==> src/rtl/boot_cmd_pkg.sv <==
`timescale 1ns/1ps
package boot_cmd_pkg;
  localparam logic [15:0] CMD_SOFT_RESET = 16'h00F0;
  localparam logic [15:0] CMD_ARM_LOAD   = 16'h00E0;
  localparam logic [15:0] CMD_READ_ID    = 16'h0090;
  localparam logic [15:0] CONFIRM_LOAD   = 16'h0000;

  typedef struct packed {
    logic doReset;
    logic doConfirm;
    logic doReadId;
  } ctrlStrobes_t;
endpackage

==> src/rtl/boot_cmd_ctrl.sv <==
`timescale 1ns/1ps
module boot_cmd_ctrl
  import boot_cmd_pkg::*;
#(
  parameter int ADDR_W         = 16,
  parameter int DATA_W         = 16,
  parameter int LOW_WIN_WORDS  = 'h200,
  parameter int HIGH_WIN_BASE  = 'h8000,
  parameter int HIGH_WIN_WORDS = 16
) (
  input  logic              clk,
  input  logic              rstN,
  input  logic              wrEn,
  input  logic [ADDR_W-1:0] wrAddr,
  input  logic [DATA_W-1:0] wrData,
  output ctrlStrobes_t      strobes
);
  localparam logic [ADDR_W-1:0] LowEnd  = ADDR_W'(LOW_WIN_WORDS);
  localparam logic [ADDR_W-1:0] HighLo  = ADDR_W'(HIGH_WIN_BASE);
  localparam logic [ADDR_W-1:0] HighEnd = ADDR_W'(HIGH_WIN_BASE + HIGH_WIN_WORDS);

  logic hitLow, hitHigh, cmdWrite, armed;

  assign hitLow   = wrAddr < LowEnd;
  assign hitHigh  = (wrAddr >= HighLo) && (wrAddr < HighEnd);
  assign cmdWrite = wrEn && (hitLow || hitHigh);

  always_comb begin
    strobes = '0;
    if (cmdWrite) begin
      if (armed) begin
        strobes.doConfirm = (wrData == DATA_W'(CONFIRM_LOAD));
      end else begin
        case (wrData)
          DATA_W'(CMD_SOFT_RESET): strobes.doReset  = 1'b1;
          DATA_W'(CMD_READ_ID):    strobes.doReadId = 1'b1;
          default: ;
        endcase
      end
    end
  end

  always_ff @(posedge clk) begin
    if (!rstN) begin
      armed <= 1'b0;
    end else if (cmdWrite) begin
      armed <= !armed && (wrData == DATA_W'(CMD_ARM_LOAD));
    end
  end

  // the armed step never decodes a command
  p_armed_consumes_r3: assert property (@(posedge clk) disable iff (!rstN)
    (cmdWrite && armed) |-> (!strobes.doReset && !strobes.doReadId));

  // writes outside the windows raise no strobe
  p_outside_quiet_r1: assert property (@(posedge clk) disable iff (!rstN)
    (wrEn && !hitLow && !hitHigh) |-> (strobes == '0));
endmodule

==> src/rtl/boot_cmd_dp.sv <==
`timescale 1ns/1ps
module boot_cmd_dp
  import boot_cmd_pkg::*;
#(
  parameter int BLOCK_W   = 16,
  parameter int PAGE_W    = 8,
  parameter int PAGE_STEP = 4,
  parameter int ID_W      = 16,
  parameter int ID_BYTES  = 3
) (
  input  logic               clk,
  input  logic               rstN,
  input  ctrlStrobes_t       strobes,
  input  logic [BLOCK_W-1:0] blockAddr,
  input  logic               pageWrEn,
  input  logic [PAGE_W-1:0]  pageWrData,
  input  logic               loadBusy,
  input  logic [ID_W-1:0]    mfrId,
  input  logic [ID_W-1:0]    devId,
  input  logic [ID_W-1:0]    wpStatus,
  output logic               resetReq,
  output logic               loadReq,
  output logic [BLOCK_W-1:0] loadBlock,
  output logic [PAGE_W-1:0]  loadPage,
  output logic               idWrEn,
  output logic [1:0]         idWrIdx,
  output logic [ID_W-1:0]    idWrData
);
  localparam logic [PAGE_W-1:0] StepVal = PAGE_W'(PAGE_STEP);
  localparam logic [1:0]        LastIdx = 2'(ID_BYTES - 1);

  logic [PAGE_W-1:0] pageReg;
  logic              reqPend;
  logic              idRun;
  logic [1:0]        idCnt;
  logic [7:0]        idByte;

  always_ff @(posedge clk) begin
    if (!rstN) begin
      resetReq  <= 1'b0;
      loadReq   <= 1'b0;
      loadBlock <= '0;
      loadPage  <= '0;
      pageReg   <= '0;
      reqPend   <= 1'b0;
      idRun     <= 1'b0;
      idCnt     <= '0;
    end else begin
      resetReq <= strobes.doReset;
      loadReq  <= 1'b0;
      if (strobes.doReset) begin
        pageReg <= '0;
        reqPend <= 1'b0;
        idRun   <= 1'b0;
        idCnt   <= '0;
      end else begin
        if (reqPend && !loadBusy) begin
          loadReq   <= 1'b1;
          loadBlock <= blockAddr;
          loadPage  <= pageReg;
          pageReg   <= pageReg + StepVal;
          reqPend   <= 1'b0;
        end
        if (strobes.doConfirm) reqPend <= 1'b1;
        if (pageWrEn) pageReg <= pageWrData;
        if (strobes.doReadId) begin
          idRun <= 1'b1;
          idCnt <= '0;
        end else if (idRun) begin
          idCnt <= idCnt + 2'd1;
          if (idCnt == LastIdx) idRun <= 1'b0;
        end
      end
    end
  end

  always_comb begin
    case (idCnt)
      2'd0:    idByte = mfrId[7:0];
      2'd1:    idByte = devId[7:0];
      default: idByte = wpStatus[7:0];
    endcase
  end

  assign idWrEn   = idRun;
  assign idWrIdx  = idCnt;
  assign idWrData = ID_W'(idByte);

  // a load request lasts a single cycle
  p_load_pulse_r4: assert property (@(posedge clk) disable iff (!rstN)
    loadReq |=> !loadReq);

  // no request follows a busy cycle
  p_busy_hold_r6: assert property (@(posedge clk) disable iff (!rstN)
    loadReq |-> !$past(loadBusy));

  // the page register sits one step past the issued page
  p_page_step_r5: assert property (@(posedge clk) disable iff (!rstN)
    (loadReq && !$past(pageWrEn)) |-> (pageReg == PAGE_W'(loadPage + StepVal)));

  // a reset cycle carries no other activity
  p_reset_quiet_r2: assert property (@(posedge clk) disable iff (!rstN)
    resetReq |-> (!loadReq && !idWrEn));

  // identification index stays within the three entries
  p_id_range_r7: assert property (@(posedge clk) disable iff (!rstN)
    idWrEn |-> (idWrIdx <= LastIdx));
endmodule

==> src/rtl/boot_cmd_decoder.sv <==
`timescale 1ns/1ps
module boot_cmd_decoder
  import boot_cmd_pkg::*;
#(
  parameter int ADDR_W    = 16,
  parameter int DATA_W    = 16,
  parameter int BLOCK_W   = 16,
  parameter int PAGE_W    = 8,
  parameter int PAGE_STEP = 4
) (
  input  logic               clk,
  input  logic               rstN,
  input  logic               wrEn,
  input  logic [ADDR_W-1:0]  wrAddr,
  input  logic [DATA_W-1:0]  wrData,
  input  logic [BLOCK_W-1:0] blockAddr,
  input  logic               pageWrEn,
  input  logic [PAGE_W-1:0]  pageWrData,
  input  logic               loadBusy,
  input  logic [DATA_W-1:0]  mfrId,
  input  logic [DATA_W-1:0]  devId,
  input  logic [DATA_W-1:0]  wpStatus,
  output logic               resetReq,
  output logic               loadReq,
  output logic [BLOCK_W-1:0] loadBlock,
  output logic [PAGE_W-1:0]  loadPage,
  output logic               idWrEn,
  output logic [1:0]         idWrIdx,
  output logic [DATA_W-1:0]  idWrData
);
  ctrlStrobes_t strobes;

  boot_cmd_ctrl #(.ADDR_W(ADDR_W), .DATA_W(DATA_W)) u_ctrl (
    .clk(clk), .rstN(rstN), .wrEn(wrEn), .wrAddr(wrAddr),
    .wrData(wrData), .strobes(strobes)
  );

  boot_cmd_dp #(.BLOCK_W(BLOCK_W), .PAGE_W(PAGE_W), .PAGE_STEP(PAGE_STEP),
                .ID_W(DATA_W)) u_dp (
    .clk(clk), .rstN(rstN), .strobes(strobes), .blockAddr(blockAddr),
    .pageWrEn(pageWrEn), .pageWrData(pageWrData), .loadBusy(loadBusy),
    .mfrId(mfrId), .devId(devId), .wpStatus(wpStatus),
    .resetReq(resetReq), .loadReq(loadReq), .loadBlock(loadBlock),
    .loadPage(loadPage), .idWrEn(idWrEn), .idWrIdx(idWrIdx),
    .idWrData(idWrData)
  );
endmodule

==> config.mk <==
export PLATFORM = sky130hd
export DESIGN_NAME = boot_cmd_decoder
export DESIGN_NICKNAME = d
export VERILOG_FILES = /design/src/rtl/boot_cmd_pkg.sv /design/src/rtl/boot_cmd_ctrl.sv /design/src/rtl/boot_cmd_dp.sv /design/src/rtl/boot_cmd_decoder.sv
export SDC_FILE = /design/constraint.sdc
export NUM_CORES = 1
export LEC_CHECK = 0
export ABC_AREA = 1
export BUFFER_PORTS_ARGS = -buffer_cell sky130_fd_sc_hd__buf_2
export CAP_MARGIN = 20
export CORE_MARGIN = 1.5
export CORE_UTILIZATION = 41
export CTS_CLUSTER_DIAMETER = 120
export DETAILED_ROUTE_END_ITERATION = 16
export GPL_ROUTABILITY_DRIVEN = 0
export GPL_TIMING_DRIVEN = 0
export HOLD_SLACK_MARGIN = 0.06
export PLACE_DENSITY = 0.86
export SLEW_MARGIN = 20
export SYNTH_ARGS = -nofsm -noshare
export SYNTH_HDL_FRONTEND = slang
export SYNTH_SLANG_ARGS = --single-unit
==> constraint.sdc <==
create_clock -name clk -period 1.95 [get_ports clk]
set_input_delay 0.39 -clock clk [delete_from_list [all_inputs] [get_ports clk]]
set_output_delay 0.39 -clock clk [all_outputs]
set_load 0.1 [all_outputs]
==> metrics list <==
* CTS Buf Count: 5
- Fill cells in the final layout number 440.
- Summing all flip-flop and latch instances after layout gives 788 um^2.
- Diode count: 0
* Post-layout instance area: around 3300 um^2
- During synthesis, Yosys emitted a total of 0 warnings.
- Top fanout value on the critical path: 4
* TritonCTS clock tree: built
* Number of vias per cell: roughly 4.7
- Most area-consuming cells after synthesis: sky130_fd_sc_hd__dfxtp_1, sky130_fd_sc_hd__nand2_1, sky130_fd_sc_hd__nor2_1
* Final std cells w/o fill: 536
- Logic pwr share: 22.7%
* Clock latency on the worst-skew pair: 0.29 ns
- The analysis attributes to cell leakage a power of 1.64 nW.
- By instance count, the leading cell after synthesis is sky130_fd_sc_hd__nand2_1.
- After synthesis, the largest area contributor takes up 36.4% of total cell area.
* Number of iterations in the first detailed-routing pass: 4
- Largest net degree at the start of global routing: 12
* Cells along the critical path: inv_4 > ha_4 > nor2_4 > buf_6 > a22oi_2 > nand2_4 > buf_12
* Core Area: a little over 5000 um^2
* Wirelength, routed: approximately 6200 um
- The count of nets left with antenna violations once routing finished came out at 0.
- Part of the total power dissipated in the clock network: around 30%
- Mean Syn Cell Area: between 6 and 7 um^2
- The worst path in the final design needs a cycle of 1.92 ns, including I/O delays and setup.
- Global router's overall resource usage: 21.5%
- In the final layout, the share of cells above drive strength 1 is 38.0%.
* Kind of cell with the highest combined delay on the critical path: flip-flops
- Area overhead of the layout relative to synthesis: 52.4%
* Clock-pin transition on the worst setup and hold timing paths: 0.07 ns
- Post-DP HPWL: between 4000 and 5000 um
- Across all hold checks on the routed design, the worst slack comes to 0.346 ns.
- For this run, the top clock speed supported by timing is around 520 MHz.
- The die covers 5680 um^2.
- The slowest stage of the critical path is the sky130_fd_sc_hd__dfxtp_4 cell.
* Setup repair after global routing missed its margin: yes
- Switching power share of the total: a little under a third
- In this run the horizontal extent of the chip is 75.3 um.
* Synth unique cells: 24
- Final number of setup-violating endpoints: 0
- Layout Nets: slightly below 600
* DRC marker count from the first detailed-route iteration: 105
- Between clock sinks in the finished design, the worst skew comes to between 0.004 and 0.005 ns.
- In this run the worst setup path begins at u_dp.idWrIdx[0]$_SDFFE_PP0P_.
* Number of levels in the clock H-tree: 2
- Worst hold path type: in -> reg
- STA puts the critical path data arrival time at 1.53 ns.
- Wire length of the first global-routing pass: 9280 um
- Cell taking the most area after synthesis: sky130_fd_sc_hd__dfxtp_1
- Sequential cell area fraction in the yosys report: 36.4%
- Slowest Stage Delay on Critical Path: 0.38 ns
* Top-level I/O count: 154
- Endpoint kind of the worst setup timing path: output port
- In the final timing run, aggregate negative setup slack is 0 ns.
* End of the worst register-to-register path: u_dp.reqPend$_SDFFE_PP0P_
- After synthesis the netlist holds a flip-flop and latch count of 39.
- The number of global-route vias before repair came to 2286.
- Summed over all layers, the global routing overflow is 0.
- Cell chosen for the clock root: sky130_fd_sc_hd__clkbuf_8
- The number of pins with negative max-slew slack in the final report came to 0.
- Routed via count: 2495
- Power share of the sequential group: 47.1%
- The most used flip-flop cell after synthesis is sky130_fd_sc_hd__dfxtp_1.
- Starting density of the core: 42.3%
- Crit path buf inv count: 3
- The flow ran to the end, and the final reports show no timing, DRC or antenna violations.
- Worst IR drop on VDD: 0.317 mV
* Average routed wire per standard cell: between 10 and 15 um
* Post-synth EDFFs: 0
- Part of the cycle the worst path needs: 98.3%
* Endpoint of the most critical setup path: idWrData[7]
- Y dimension of the die: 75.3 um
- Hold path startpoint: pageWrData[1]
* Flop-to-flop setup slack: between 0.5 and 0.6 ns
- Summing all multi-input logic gate instances after layout gives approximately 1200 um^2.
- After synthesis the cells add up to 2150 um^2.
- Max capacitance violation total: 0
- Number of sinks driven by the clock tree: 39
- Internal power comes to 1.20 mW.
- Initial antenna violation count: 0
* Required arrival time at the worst endpoint: ~1.6 ns
* PD cells: 527 nW/um^2
- Final setup margin: ~0.034 ns
- Cell count after placement: 520
- Counting along the longest clock path gives a buffer depth of 2.
- Cell count after synthesis: 327
- The worst register-to-register path begins at u_ctrl.armed$_SDFFE_PN0P_.
- The final-report hold violation count is 0.
- Top post-synthesis cells by count: sky130_fd_sc_hd__nand2_1, sky130_fd_sc_hd__nor2_1, sky130_fd_sc_hd__dfxtp_1
- Final routed DRC violation total: 0
- The analysis attributes to net switching a power of 0.521 mW.
* Pre-CTS worst setup slack: -0.0825 ns
* Critical path start-end classification: reg -> out
- Port buffer count: between 100 and 150
- Cell count along the critical path: 7
* Worst-case reg-to-reg path depth: 8
- Post-synthesis async set-or-reset flop share: 0%
- Summing all placed instances gives a cell area of just under 3000 um^2.
- After floorplanning, the core was divided into 26 placement rows.
- Type of element launching the critical path: register
cell families after synthesis:
kind of cell	count (synthesis)	share of synthesized area, %
other cells	1	0.175
xor+xnor	2	0.816
simple gates	170	33.2
buf+inv	62	14.6
compound gates	49	12.5
fa+ha+maj	4	2.33
flops	39	36.4
routing by layer:
metal	part of all wire, %	vias up	GRT usage, %	routed length [um]
met1	39	1100	21.3	2410
met3	7.1	8	6.22	441
li1	-	1303	-	-
met2	53	84	43.1	3330
met4	0.91	0	5.56	57
met5	0	-	0	0
tightest hold or removal path: stages:
cell and delay (ns):
sky130_fd_sc_hd__buf_2 0.08, sky130_fd_sc_hd__a21oi_1 0.05, sky130_fd_sc_hd__nor2_1 0.09
layout by cell type (no fill, tap or decap), types with 8 or more instances in the layout:
cell,count
sky130_fd_sc_hd__conb_1,8
sky130_fd_sc_hd__nand2_1,56
sky130_fd_sc_hd__nand3_1,36
sky130_fd_sc_hd__buf_4,15
sky130_fd_sc_hd__nand2_4,9
sky130_fd_sc_hd__buf_12,8
sky130_fd_sc_hd__nor2_1,57
sky130_fd_sc_hd__a22oi_2,8
sky130_fd_sc_hd__buf_6,8
sky130_fd_sc_hd__buf_2,112
sky130_fd_sc_hd__dfxtp_1,37
sky130_fd_sc_hd__a21oi_1,34
sky130_fd_sc_hd__inv_1,35
power groups by stage:
stage          clock network (mW)  logic, mW  registers [mW]
3_3_place_gp                    0      0.342           0.829
4_1_cts                     0.537      0.389           0.811
3_5_place_dp                    0      0.347           0.830
6_report                    0.520      0.392           0.812
5_1_grt                     0.569      0.422           0.812
2_1_floorplan                   0      0.242           0.828
registers in the layout, summed over array words and instances (netlist names):
register and flops:
u_dp.idWrIdx 2, u_dp.pageReg 8, u_dp.loadPage 8, u_dp.loadBlock 16, u_dp.idWrEn 1, u_dp.resetReq 1
u_dp.loadReq 1, u_dp.reqPend 1, u_ctrl.armed 1
final cells by class:
type,instances,area share (%)
multi-input cells,233,37.0
clock inverters,1,0.153
repair buffers,126,24.2
plain buffers,23,5.09
well taps,70,2.68
inverters,37,4.40
clock buffers,7,2.33
flip-flops and latches,39,24.1
through the flow:
step / power (mW) / utilization, %
2_1_floorplan: 1.07 / -
3_3_place_gp: 1.17 / 57.5
3_5_place_dp: 1.18 / 57.5
4_1_cts: 1.74 / 63.9
5_1_grt: 1.80 / 64.4
6_report: 1.72 / 64.4
worst min path at each step:
stage | end | slack, ns | cells past startpoint
floorplan | u_dp.reqPend$_SDFFE_PP0P_ | 0.43 | 2
global placement | u_dp.reqPend$_SDFFE_PP0P_ | 0.44 | 2
detailed placement | u_dp.reqPend$_SDFFE_PP0P_ | 0.45 | 2
CTS | u_dp.pageReg[1]$_SDFFE_PP0P_ | 0.34 | 3
global route | u_dp.pageReg[1]$_SDFFE_PP0P_ | 0.35 | 3
finish | u_dp.pageReg[1]$_SDFFE_PP0P_ | 0.35 | 3
repair_timing:
action,in CTS,in global routing
setup buffers,7,3
endpoints found under the setup margin,8,7
hold buffers,0,0
resized for setup,50,4
pin swaps,4,8
Power figures use the tool's default switching activity.
